`src/rtl/sar_seq.sv`:
```
module sar_seq #(
  parameter int RES_W  = 10,
  parameter int DATA_W = 8,
  parameter int DIV_W  = 6
) (
  input  logic              clk,
  input  logic              rst_n,
  input  logic              wr_en,
  input  logic [1:0]        addr,
  input  logic [DATA_W-1:0] wr_data,
  output logic [DATA_W-1:0] rd_data,
  input  logic              osc_in,
  input  logic              cmp_in,
  output logic [RES_W-1:0]  dac_code,
  output logic [1:0]        chan_sel,
  output logic              ref_sel,
  output logic              done_irq
);
  localparam int CNT_W = $clog2(RES_W + 1);
  localparam int PAD   = 2 * DATA_W - RES_W;

  logic              en_q, go_q, ref_q, fmt_q, irq_q;
  logic [1:0]        chan_q;
  logic [2:0]        cks_q;
  logic [RES_W-1:0]  res_q, trial_q, trial_nx;
  logic [CNT_W-1:0]  tad_q;
  logic [DIV_W-1:0]  div_q, mask;
  logic [DIV_W:0]    one_sh;
  logic [2:0]        osc_s;
  logic [2:0]        shift;
  logic              osc_rise, tick, wr_ctl, wr_cks, start, abort;
  logic [2*DATA_W-1:0] packed_res;

  assign wr_ctl = wr_en && addr == 2'd0;
  assign wr_cks = wr_en && addr == 2'd1;
  assign start  = wr_ctl && !go_q && wr_data[0] && wr_data[1];
  assign abort  = wr_ctl && go_q && !wr_data[0];

  assign shift  = cks_q[2] ? {cks_q[1:0], 1'b0} + 3'd2 : {cks_q[1:0], 1'b0} + 3'd1;
  assign one_sh = (DIV_W+1)'(1) << shift;
  assign mask   = one_sh[DIV_W-1:0] - DIV_W'(1);
  assign osc_rise = osc_s[1] && !osc_s[2];
  assign tick   = go_q && ((cks_q[1:0] == 2'b11) ? osc_rise : ((div_q & mask) == mask));

  always_comb begin
    trial_nx = trial_q;
    for (int i = 0; i < RES_W; i++) begin
      if (i == RES_W - int'(tad_q) && !cmp_in) trial_nx[i] = 1'b0;
      if (i + 1 == RES_W - int'(tad_q)) trial_nx[i] = 1'b1;
    end
  end

  always_ff @(posedge clk or negedge rst_n) begin
    if (!rst_n) osc_s <= '0;
    else        osc_s <= {osc_s[1:0], osc_in};
  end

  always_ff @(posedge clk or negedge rst_n) begin
    if (!rst_n) begin
      en_q <= 1'b0; ref_q <= 1'b0; fmt_q <= 1'b0; chan_q <= '0; cks_q <= '0;
    end else begin
      if (wr_ctl) begin
        en_q  <= wr_data[0];
        fmt_q <= wr_data[7];
        if (!go_q) begin
          chan_q <= wr_data[3:2];
          ref_q  <= wr_data[6];
        end
      end
      if (wr_cks && !go_q) cks_q <= wr_data[6:4];
    end
  end

  always_ff @(posedge clk or negedge rst_n) begin
    if (!rst_n) begin
      go_q <= 1'b0; irq_q <= 1'b0; tad_q <= '0; div_q <= '0;
      trial_q <= '0; res_q <= '0;
    end else begin
      irq_q <= 1'b0;
      if (start) begin
        go_q <= 1'b1; tad_q <= '0; div_q <= '0; trial_q <= '0;
      end else if (abort) begin
        go_q <= 1'b0;
      end else if (go_q) begin
        div_q <= div_q + DIV_W'(1);
        if (tick) begin
          if (tad_q == '0) begin
            trial_q <= RES_W'(1) << (RES_W - 1);
            tad_q   <= CNT_W'(1);
          end else begin
            trial_q <= trial_nx;
            if (tad_q == CNT_W'(RES_W)) begin
              res_q <= trial_nx;
              go_q  <= 1'b0;
              irq_q <= 1'b1;
            end else begin
              tad_q <= tad_q + CNT_W'(1);
            end
          end
        end
      end
    end
  end

  assign packed_res = fmt_q ? {{PAD{1'b0}}, res_q} : {res_q, {PAD{1'b0}}};

  always_comb begin
    case (addr)
      2'd0:    rd_data = DATA_W'({fmt_q, ref_q, 2'b00, chan_q, go_q, en_q});
      2'd1:    rd_data = DATA_W'({1'b0, cks_q, 4'b0000});
      2'd2:    rd_data = packed_res[2*DATA_W-1:DATA_W];
      default: rd_data = packed_res[DATA_W-1:0];
    endcase
  end

  assign dac_code = trial_q;
  assign chan_sel = chan_q;
  assign ref_sel  = ref_q;
  assign done_irq = irq_q;
endmodule

```
`config.mk`:
```
export PLATFORM = sky130hd
export DESIGN_NAME = sar_seq
export DESIGN_NICKNAME = d
export VERILOG_FILES = /design/src/rtl/sar_seq.sv
export SDC_FILE = /design/constraint.sdc
export NUM_CORES = 1
export LEC_CHECK = 0
export ABC_AREA = 1
export BUFFER_PORTS_ARGS = -buffer_cell sky130_fd_sc_hd__buf_2
export CORE_UTILIZATION = 50
export CTS_BUF_LIST = sky130_fd_sc_hd__clkbuf_2 sky130_fd_sc_hd__clkbuf_4 sky130_fd_sc_hd__clkbuf_8
export DETAILED_ROUTE_END_ITERATION = 6
export MAX_ROUTING_LAYER = met4
export PLACE_DENSITY = 0.68
export SKIP_LAST_GASP = 1
export SYNTH_ARGS = -nofsm -noshare
export SYNTH_HDL_FRONTEND = slang
export SYNTH_SLANG_ARGS = --single-unit
export TNS_END_PERCENT = 20
```
`constraint.sdc`:
```
create_clock -name clk -period 3.7 [get_ports clk]
set_clock_uncertainty 0.05 [all_clocks]
set_input_delay 0.555 -clock clk [delete_from_list [all_inputs] [get_ports clk]]
set_output_delay 0.555 -clock clk [all_outputs]
set_load 0.1 [all_outputs]
```
==> results of run 1 <==
[synthesized netlist by cell type]
library cell	instances	area, sq um
nand3_2	1	10.0
nand4_1	2	12.5
nor2_1	28	105
nor2_4	3	33.8
nand3_1	39	195
nand2_2	4	25.0
a21oi_1	12	60.1
or2_2	1	6.26
o21ai_2	1	8.76
o21a_1	1	7.51
nor2_2	2	12.5
inv_1	48	180
o21ai_1	5	25.0
mux2_2	2	22.5
buf_4	2	15.0
nand2_1	114	428
ha_1	13	163
dfrtp_1	43	1080
inv_2	4	15.0
nor3_1	6	30.0
a22oi_1	1	7.51
buf_2	1	5.00
xor2_1	2	17.5
buf_1	1	3.75
o21ai_0	20	100
o211ai_1	3	22.5
o21bai_2	1	11.3
nor4_1	1	6.26
o221ai_1	2	17.5
o2111ai_1	1	8.76
buf_6	2	22.5
[metal layers]
layer	share of wire	routed length, um	vias to the layer above
li1	-	-	1240
met1	0.52	2970	1062
met2	0.44	2530	48
met3	0.031	176	6
met4	0.015	87	0
met5	0	0	-
[area by class of cell]
type	count	area (sq um)
clock buffers	6	76.3
clock inverters	2	12.5
fillers	518	2140
inverters	52	195
multi-input cells	265	1340
flip-flops and latches	43	1080
well taps	70	87.6
repair buffers	37	188
[cell usage in the layout (no fill, tap or decap), types with 4 or more instances in the layout]
cell and count:
nor3_1 6, o21ai_0 20, dfrtp_1 43, buf_2 36
nand3_1 39, inv_1 48, o21ai_1 5, ha_1 13
nand2_1 114, clkbuf_8 5, nand2_2 4, inv_2 4
nor2_1 28, a21oi_1 12
[registers in the layout, summed over array words and instances (netlist names)]
signal and flops:
done_irq 1, div_q 6, ref_sel 1, res_q 10
cks_q 3, en_q 1, chan_sel 2, tad_q 4
fmt_q 1, go_q 1, dac_code 10, osc_s 3
[kinds of logic (layout without fill, tap and decap cells)]
family | count (synthesis) | in the layout | synth area share
fa+ha+maj | 13 | 13 | 0.0613
compound gates | 47 | 47 | 0.101
buf+inv | 58 | 97 | 0.0910
simple gates | 201 | 201 | 0.326
xor+xnor | 2 | 2 | 0.00660
mux | 2 | 2 | 0.00849
flops | 43 | 43 | 0.405
[worst paths after layout]
check                                   end  startpoint
worst max-delay path            dac_code[8]    cks_q[0]
worst min-delay path               osc_s[1]    osc_s[0]
min in group asynchronous          div_q[5]       rst_n
max in group asynchronous           ref_sel       rst_n
worst min register to register     osc_s[1]    osc_s[0]
worst max register to register  dac_code[8]    cks_q[0]
[power groups by stage]
stage	Sequential [mW]	Clock, mW	Combinational (mW)
4_1_cts	0.672	0.312	1.06
3_3_place_gp	0.678	0	1.05
3_5_place_dp	0.679	0	1.06
6_report	0.672	0.301	1.06
2_1_floorplan	0.932	0	0.603
5_1_grt	0.690	0.332	1.17
[per-stage QoR]
| stage | cell area [sq um] | utilization | worst slack, ns | cells |
|---|---|---|---|---|
| CTS | 2970 | 0.582 | 0.872 | 475 |
| global route | 2970 | 0.582 | 0.580 | 475 |
| finish | 2970 | 0.582 | 0.852 | 475 |
| global placement | 2880 | 0.564 | 1.00 | 467 |
| detailed placement | 2880 | 0.564 | 0.895 | 467 |
| floorplan | 2650 | - | 0.234 | 366 |
==> run_results.csv, run 1 <==
group,metric,value,unit
placed_design,gp_congestion,0.872,
worst_setup_path,worst_path_max_delay_cell,"dfrtp_1",
power,seqPwrFrac,0.331,
power,power_density,684,nW/um^2
floorplan,core_area,5110,sq um
route,postRouteAntennaNets,0,
route,detail_route.wl_per_cell,12.1,um
job,cap_violations,0,
worst_setup_path,reg2regPathDepth,15,
cts,clkSlewWorstSetupHoldPaths,0.08,ns
yosys,yosysUniqueCellTypes,31,
outcome,status,"finished, final reports clean",
worst_setup_path,cp_max_fo,12,
finish,num_antenna_cells,0,
cts,htreeDepth,2,
worst_setup_path,path_delay_family,"simple AND/OR/NAND/NOR gates",
sta,period_share,0.770,
sta,hold-worst-slack,0.302,ns
placed_design,dp_hpwl,4.34,mm
sta,period_needed,2.85,ns
yosys,synth-seq-cells,43,
cts,cts.sinks,43,
cts,cts_setup_buffers,0,
cts,cts_root_buf,"clkbuf_8",
cts,cts_tree,"built",
worst_setup_path,cpPeakStageDelay,0.53,ns
sta,setup_viol,0,
cts,numCtsBuffers,5,
global_routing,grt.busiest_layer,"met2",
finish,drive_gt1_frac,0.158,
power,p_comb_frac,0.521,
global_routing,gr-total-overflow,0,
cts,cts_resized,0,
global_routing,grt_use_met2,0.366,
global_routing,antenna_found_initial,0,
min_path,min_path_cells,0,
floorplan,pin_count,37,
route,vias,2356,
worst_setup_path,crit_chain,"inv_2 -> ha_1 -> inv_1 -> nand3_1 -> ha_1 -> nor2_1 -> a21oi_1 -> nand2_1 -> inv_1 -> nand2_1 -> o21bai_2 -> nand3_2 -> nor2_4 -> nand2_1 -> nand2_1",
global_routing,grt_pass1_vias,2157,
worst_setup_path,critPathCaptureType,"register",
global_routing,grtUsageMet3,0.0295,
sta,grt_setup_unrepaired,"false",
worst_setup_path,cp.depth,15,
route,post-route-drc-count,0,
power,internal_power,968,uW
route,routed_wl,5.77,mm
yosys,ys_seq_area_frac,0.405,
route,drt_iter0_markers,108,
floorplan,die_x,74.9,um
route,post_drt_via_cell_ratio,4.96,
global_routing,track_usage,0.233,
power,power,2.03,mW
power,power.leakage,1.64,nW
yosys,synthesis.nets,394,
worst_setup_path,cp.arrival,3.03,ns
sta,final.setup.tns,0,ns
finish,nets,432,
yosys,syn_area,2650,sq um
floorplan,initial_core_util,0.520,
worst_setup_path,rrSetupSlack,0.85,ns
worst_setup_path,critPathRequiredTime,3.89,ns
worst_setup_path,start_kind,"register",
yosys,ys_warn_count,0,
sta,worst_slew_pin_slew,0.975,ns
floorplan,die_y,74.9,um
yosys,syn_area_per_cell,7.25,sq um
sta,finalHoldViolCount,0,
power,peakVddDrop,0.000556,V
yosys,syn_inst,366,
sta,fmax,351,MHz
power,switching_share,0.524,
floorplan,die_area,5600,sq um
global_routing,grtUsageMet1,0.310,
worst_setup_path,path_buf_inv,3,
worst_setup_path,cp_common_cell,"nand2_1",
power,p_clk_frac,0.148,
worst_setup_path,path_class,"register to register",
floorplan,rows,26,
global_routing,grt_max_degree,44,
cts,clk_path_buf_depth,2,
route,drt_first_pass_iters,4,
placed_design,io_buffers,36,
sta,relSlewSlack,0.350,
global_routing,grt_pass1_wl,9.65,mm
sta,slew_violations,0,
cts,clk_latency,0.29,ns
finish,syn_to_final_growth,12.0,%
cts,hold_buffers,0,
min_path,hp-class,"register to register",
power,power.switching,1.06,mW
No activity file was read; power rests on OpenSTA's default activity.
==> run 2: changes to the inputs <==
Clock period 3.7 ns to 2.8 ns, I/O delays scaled along.
==> run 2 against run 1 <==
Net effect:
- fmax up 13%
- sequential cell count unchanged
- sequential power grew 32%
- largest cell class unchanged
==> run_results.csv, run 2 (synthesis results as in run 1) <==
group,metric,value,unit
placed_design,dpl_cell_area,2910,sq um
power,peakVddDrop,0.000758,V
floorplan,initial_core_util,0.520,
sta,hold-worst-slack,0.168,ns
power,internal_power,1.29,mW
sta,period_share,0.899,
power,seqPwrFrac,0.322,
power,power.switching,1.46,mW
route,drt_iter0_markers,123,
route,detail_route.wl_per_cell,12.5,um
floorplan,rows,26,
cts,cts_tree,"built",
global_routing,gr-total-overflow,0,
sta,grt_setup_unrepaired,"false",
sta,setup_viol,0,
cts,htreeDepth,2,
finish,utilization,0.590,
placed_design,gp_congestion,0.928,
floorplan,die_y,74.9,um
worst_setup_path,cpPeakStageDelay,0.45,ns
worst_setup_path,cp_common_cell,"nand2_1",
finish,num_antenna_cells,0,
floorplan,die_x,74.9,um
finish,drive_gt1_frac,0.171,
power,switching_share,0.530,
route,routed_wl,5.97,mm
power,power.leakage,1.65,nW
sta,worst_slew_pin_slew,0.979,ns
cts,clk_latency,0.31,ns
cts,cts_setup_buffers,0,
worst_setup_path,cp_max_fo,11,
sta,slew_violations,0,
cts,numCtsBuffers,5,
sta,fmax,397,MHz
route,drt_first_pass_iters,4,
sta,finalHoldViolCount,0,
floorplan,pin_count,37,
finish,layout_commonest_cell,"nand2_1",
route,postRouteAntennaNets,0,
power,p_clk_frac,0.152,
floorplan,core_area,5110,sq um
outcome,status,"finished, final reports clean",
worst_setup_path,crit_chain,"inv_2 -> ha_1 -> inv_1 -> nand3_1 -> ha_1 -> nor2_1 -> a21oi_1 -> nand2_1 -> inv_1 -> nand2_1 -> o21bai_2 -> nand2_2 -> inv_2 -> nand2_2 -> nand2_1 -> nand2_1",
finish,final_cell_mix,"nand2_1, inv_1, dfrtp_1",
worst_setup_path,path_class,"register to register",
sta,period_needed,2.52,ns
job,cap_violations,0,
cts,cts_root_buf,"clkbuf_8",
global_routing,track_usage,0.245,
floorplan,die_area,5600,sq um
worst_setup_path,start_kind,"register",
global_routing,antenna_found_initial,0,
sta,fin_ws,0.284,ns
placed_design,io_buffers,36,
worst_setup_path,critPathRequiredTime,2.95,ns
placed_design,dp_slack,0.234,ns
power,p_comb_frac,0.526,
global_routing,grt_pass1_wl,10.0,mm
power,power_density,912,nW/um^2
cts,clk_path_buf_depth,2,
worst_setup_path,cp.arrival,2.67,ns
cts,clkSlewWorstSetupHoldPaths,0.09,ns
worst_setup_path,worst_path_max_delay_cell,"dfrtp_2",
worst_setup_path,path_buf_inv,4,
sta,relSlewSlack,0.348,
route,post-route-drc-count,0,
route,vias,2453,
finish,syn_to_final_growth,13.5,%
placed_design,dp_hpwl,4.54,mm
route,post_drt_via_cell_ratio,5.12,
global_routing,grt_pass1_vias,2267,
global_routing,grt_max_degree,44,
cts,cts.sinks,43,
worst_setup_path,critPathCaptureType,"register",
worst_setup_path,path_delay_family,"simple AND/OR/NAND/NOR gates",
finish,nets,436,
min_path,hp-class,"primary input to register",
finish,final_cell_area,3010,sq um
## run 2: cell types whose count changed in the layout (fill, tap and decap cells not counted), sizes merged
| cell | before | now |
|---|---|---|
| buf | 37 | 40 |
| clkbuf | 6 | 5 |
| clkinv | 1 | 0 |
| clkinvlp | 1 | 2 |
| inv | 52 | 53 |
| nor2 | 33 | 34 |
## run 2: power groups by stage
stage,clock network (mW),registers [mW],logic [mW]
2_1_floorplan,0,1.23,0.797
3_3_place_gp,0,0.887,1.41
3_5_place_dp,0,0.896,1.43
4_1_cts,0.430,0.884,1.44
5_1_grt,0.460,0.905,1.60
6_report,0.417,0.886,1.45
## run 2: final cells by class
class | count | area [sq um]
flip-flops and latches | 43 | 1080
multi-input cells | 266 | 1350
inverters | 52 | 195
well taps | 70 | 87.6
fillers | 503 | 2090
clock inverters | 3 | 23.8
repair buffers | 40 | 210
clock buffers | 5 | 68.8
## run 2: layer usage
metal	vias to the layer above	global-route usage	share of wire
met2	48	0.411	0.47
met5	-	-	0
met1	1147	0.304	0.48
met3	5	0.0482	0.035
met4	0	0.0566	0.010
li1	1253	-	-
## run 2: worst paths after layout
kind	start	end	slack [ns]	cells past startpoint
min in group asynchronous	rst_n	div_q[5]	0.21	1
max in group asynchronous	rst_n	cks_q[1]	1.84	1
max reg2reg	cks_q[1]	res_q[5]	0.28	16
min	osc_in	osc_s[0]	0.17	1
max	cks_q[1]	res_q[5]	0.28	16
min reg2reg	osc_s[0]	osc_s[1]	0.31	0
## run 2: metrics by stage
step | instances | power, mW | TNS, ns
5_1_grt | 479 | 2.97 | 0
3_5_place_dp | 470 | 2.32 | 0
2_1_floorplan | 366 | 2.03 | -0.0143
3_3_place_gp | 470 | 2.29 | 0
4_1_cts | 478 | 2.75 | 0
6_report | 479 | 2.75 | 0
## run 2: timing repair
action | CTS | global route
gates resized for setup | 0 | 3
endpoints found under the hold margin | 0 | 0
endpoints found under the setup margin | 0 | 19
hold buffers | 0 | 0
==> run 3: changes to the inputs <==
Settings changed: CELL_PAD_IN_SITES_DETAIL_PLACEMENT set to 0, CELL_PAD_IN_SITES_GLOBAL_PLACEMENT set to 1, CORE_UTILIZATION 50 to 43, PLACE_DENSITY 0.68 to 0.79.
==> run 3 against run 2 <==
Net effect:
- sequential share of layout area decreased by 0.056 points
- hold slack gained 0.0080 ns
- setup slack lost 0.10 ns
- first-iteration DRC count shrank 17%
- largest cell class unchanged
- register-to-register slack lost 0.10 ns
- total power grew 0.59%
==> run_results.csv, run 3 (synthesis results as in run 1) <==
group,metric,value,unit
worst_setup_path,start_kind,"register",
sta,period_share,0.935,
floorplan,die_y,80.6,um
cts,clk_latency,0.30,ns
finish,drive_gt1_frac,0.164,
power,internal_power,1.33,mW
global_routing,grt_pass1_wl,10.6,mm
route,drt_iter0_markers,102,
finish,layout_commonest_cell,"nand2_1",
sta,finalHoldViolCount,0,
sta,fin_ws,0.181,ns
cts,cts_tree,"built",
worst_setup_path,cp.arrival,2.81,ns
global_routing,track_usage,0.220,
sta,period_needed,2.62,ns
power,power,2.76,mW
worst_setup_path,path_class,"register to register",
sta,grt_setup_unrepaired,"true",
cts,clkSlewWorstSetupHoldPaths,0.09,ns
placed_design,io_buffers,36,
cts,hold_buffers,0,
worst_setup_path,cp_common_cell,"nand2_1",
worst_setup_path,path_delay_family,"simple AND/OR/NAND/NOR gates",
worst_setup_path,cpPeakStageDelay,0.43,ns
power,peakVddDrop,0.000530,V
power,switching_share,0.519,
sta,setup_viol,0,
worst_setup_path,cp_max_fo,13,
global_routing,gr-total-overflow,0,
cts,cts_root_buf,"clkbuf_8",
worst_setup_path,critPathCaptureType,"register",
sta,slew_violations,0,
worst_setup_path,crit_chain,"inv_1 -> ha_1 -> inv_1 -> nand3_1 -> ha_1 -> nor2_1 -> a21oi_1 -> nand2_1 -> inv_1 -> nand2_1 -> o21bai_2 -> nand3_2 -> nor2_2 -> nand2_1 -> nand2_1",
power,power.switching,1.44,mW
finish,utilization,0.509,
cts,cts_setup_buffers,0,
worst_setup_path,critPathRequiredTime,2.99,ns
finish,final_cell_mix,"nand2_1, inv_1, dfrtp_1",
finish,num_antenna_cells,0,
floorplan,pin_count,37,
cts,cts_resized,0,
cts,htreeDepth,2,
power,power.leakage,1.66,nW
job,cap_violations,0,
floorplan,die_x,80.6,um
power,p_clk_frac,0.162,
cts,cts.sinks,43,
sta,relSlewSlack,0.350,
route,detail_route.wl_per_cell,12.7,um
outcome,status,"finished, final reports clean",
cts,clk_path_buf_depth,2,
floorplan,die_area,6490,sq um
route,post-route-drc-count,0,
min_path,hp-class,"primary input to register",
floorplan,rows,28,
sta,worst_slew_pin_slew,0.975,ns
route,vias,2396,
global_routing,antenna_found_initial,0,
placed_design,dp_slack,0.207,ns
placed_design,gp_congestion,0.804,
floorplan,initial_core_util,0.448,
sta,fmax,382,MHz
placed_design,dp_hpwl,4.63,mm
cts,numCtsBuffers,5,
finish,syn_to_final_growth,13.6,%
route,postRouteAntennaNets,0,
finish,nets,435,
power,p_comb_frac,0.517,
global_routing,grt_pass1_vias,2321,
route,post_drt_via_cell_ratio,4.96,
power,seqPwrFrac,0.320,
power,power_density,917,nW/um^2
worst_setup_path,path_buf_inv,3,
floorplan,core_area,5920,sq um
route,routed_wl,6.14,mm
route,drt_first_pass_iters,4,
worst_setup_path,worst_path_max_delay_cell,"dfrtp_1",
global_routing,grt_max_degree,44,
run 3: through the flow:
step	cells	TNS [ns]	cell area [sq um]	hold slack, ns
after floorplan	366	-0.0143	2650	0.0744
after global placement	474	0	2900	0.283
after detailed placement	474	0	2900	0.287
after CTS	482	0	3010	0.167
after global routing	483	-0.382	3010	0.154
final	483	0	3010	0.176
run 3: area by class of cell:
class	instances	area, sq um
Fill cell	610	2910
Multi-Input combinational cell	266	1340
Sequential cell	43	1080
Timing Repair Buffer	39	203
Inverter	52	195
Clock buffer	7	96.3
Tap cell	75	93.8
Clock inverter	1	7.51
run 3: worst register-to-register path: stages, from the launching register on:
cell and delay, ns:
dfrtp_1 0.43, inv_1 0.08, ha_1 0.35, inv_1 0.08, nand3_1 0.10, ha_1 0.30, nor2_1 0.04, a21oi_1 0.10
nand2_1 0.06, inv_1 0.04, nand2_1 0.05, o21bai_2 0.19, nand3_2 0.28, nor2_2 0.28, nand2_1 0.08, nand2_1 0.07
run 3: metal layers:
metal | vias to the layer above | share of wire | track usage
met2 | 42 | 0.45 | 0.346
met3 | 9 | 0.038 | 0.0386
met4 | 0 | 0.014 | 0.0643
met1 | 1097 | 0.49 | 0.290
met5 | - | 0 | -
li1 | 1248 | - | -
run 3: path summary, 6_finish.rpt:
| path | depth (start not counted) | end | startpoint | slack [ns] |
|---|---|---|---|---|
| min in group asynchronous | 1 | div_q[5] | rst_n | 0.22 |
| hold reg to reg | 0 | osc_s[1] | osc_s[0] | 0.30 |
| hold / removal | 1 | osc_s[0] | osc_in | 0.18 |
| setup / recovery | 15 | dac_code[1] | cks_q[1] | 0.18 |
| max in group asynchronous | 1 | cks_q[2] | rst_n | 1.88 |
| setup reg to reg | 15 | dac_code[1] | cks_q[1] | 0.18 |
run 3: power by group through the flow:
stage / combinational, mW / sequential, mW / clock [mW]
2_1_floorplan: 0.797 / 1.23 / 0
3_3_place_gp: 1.42 / 0.894 / 0
3_5_place_dp: 1.42 / 0.897 / 0
4_1_cts: 1.43 / 0.885 / 0.460
5_1_grt: 1.59 / 0.911 / 0.491
6_report: 1.43 / 0.885 / 0.449
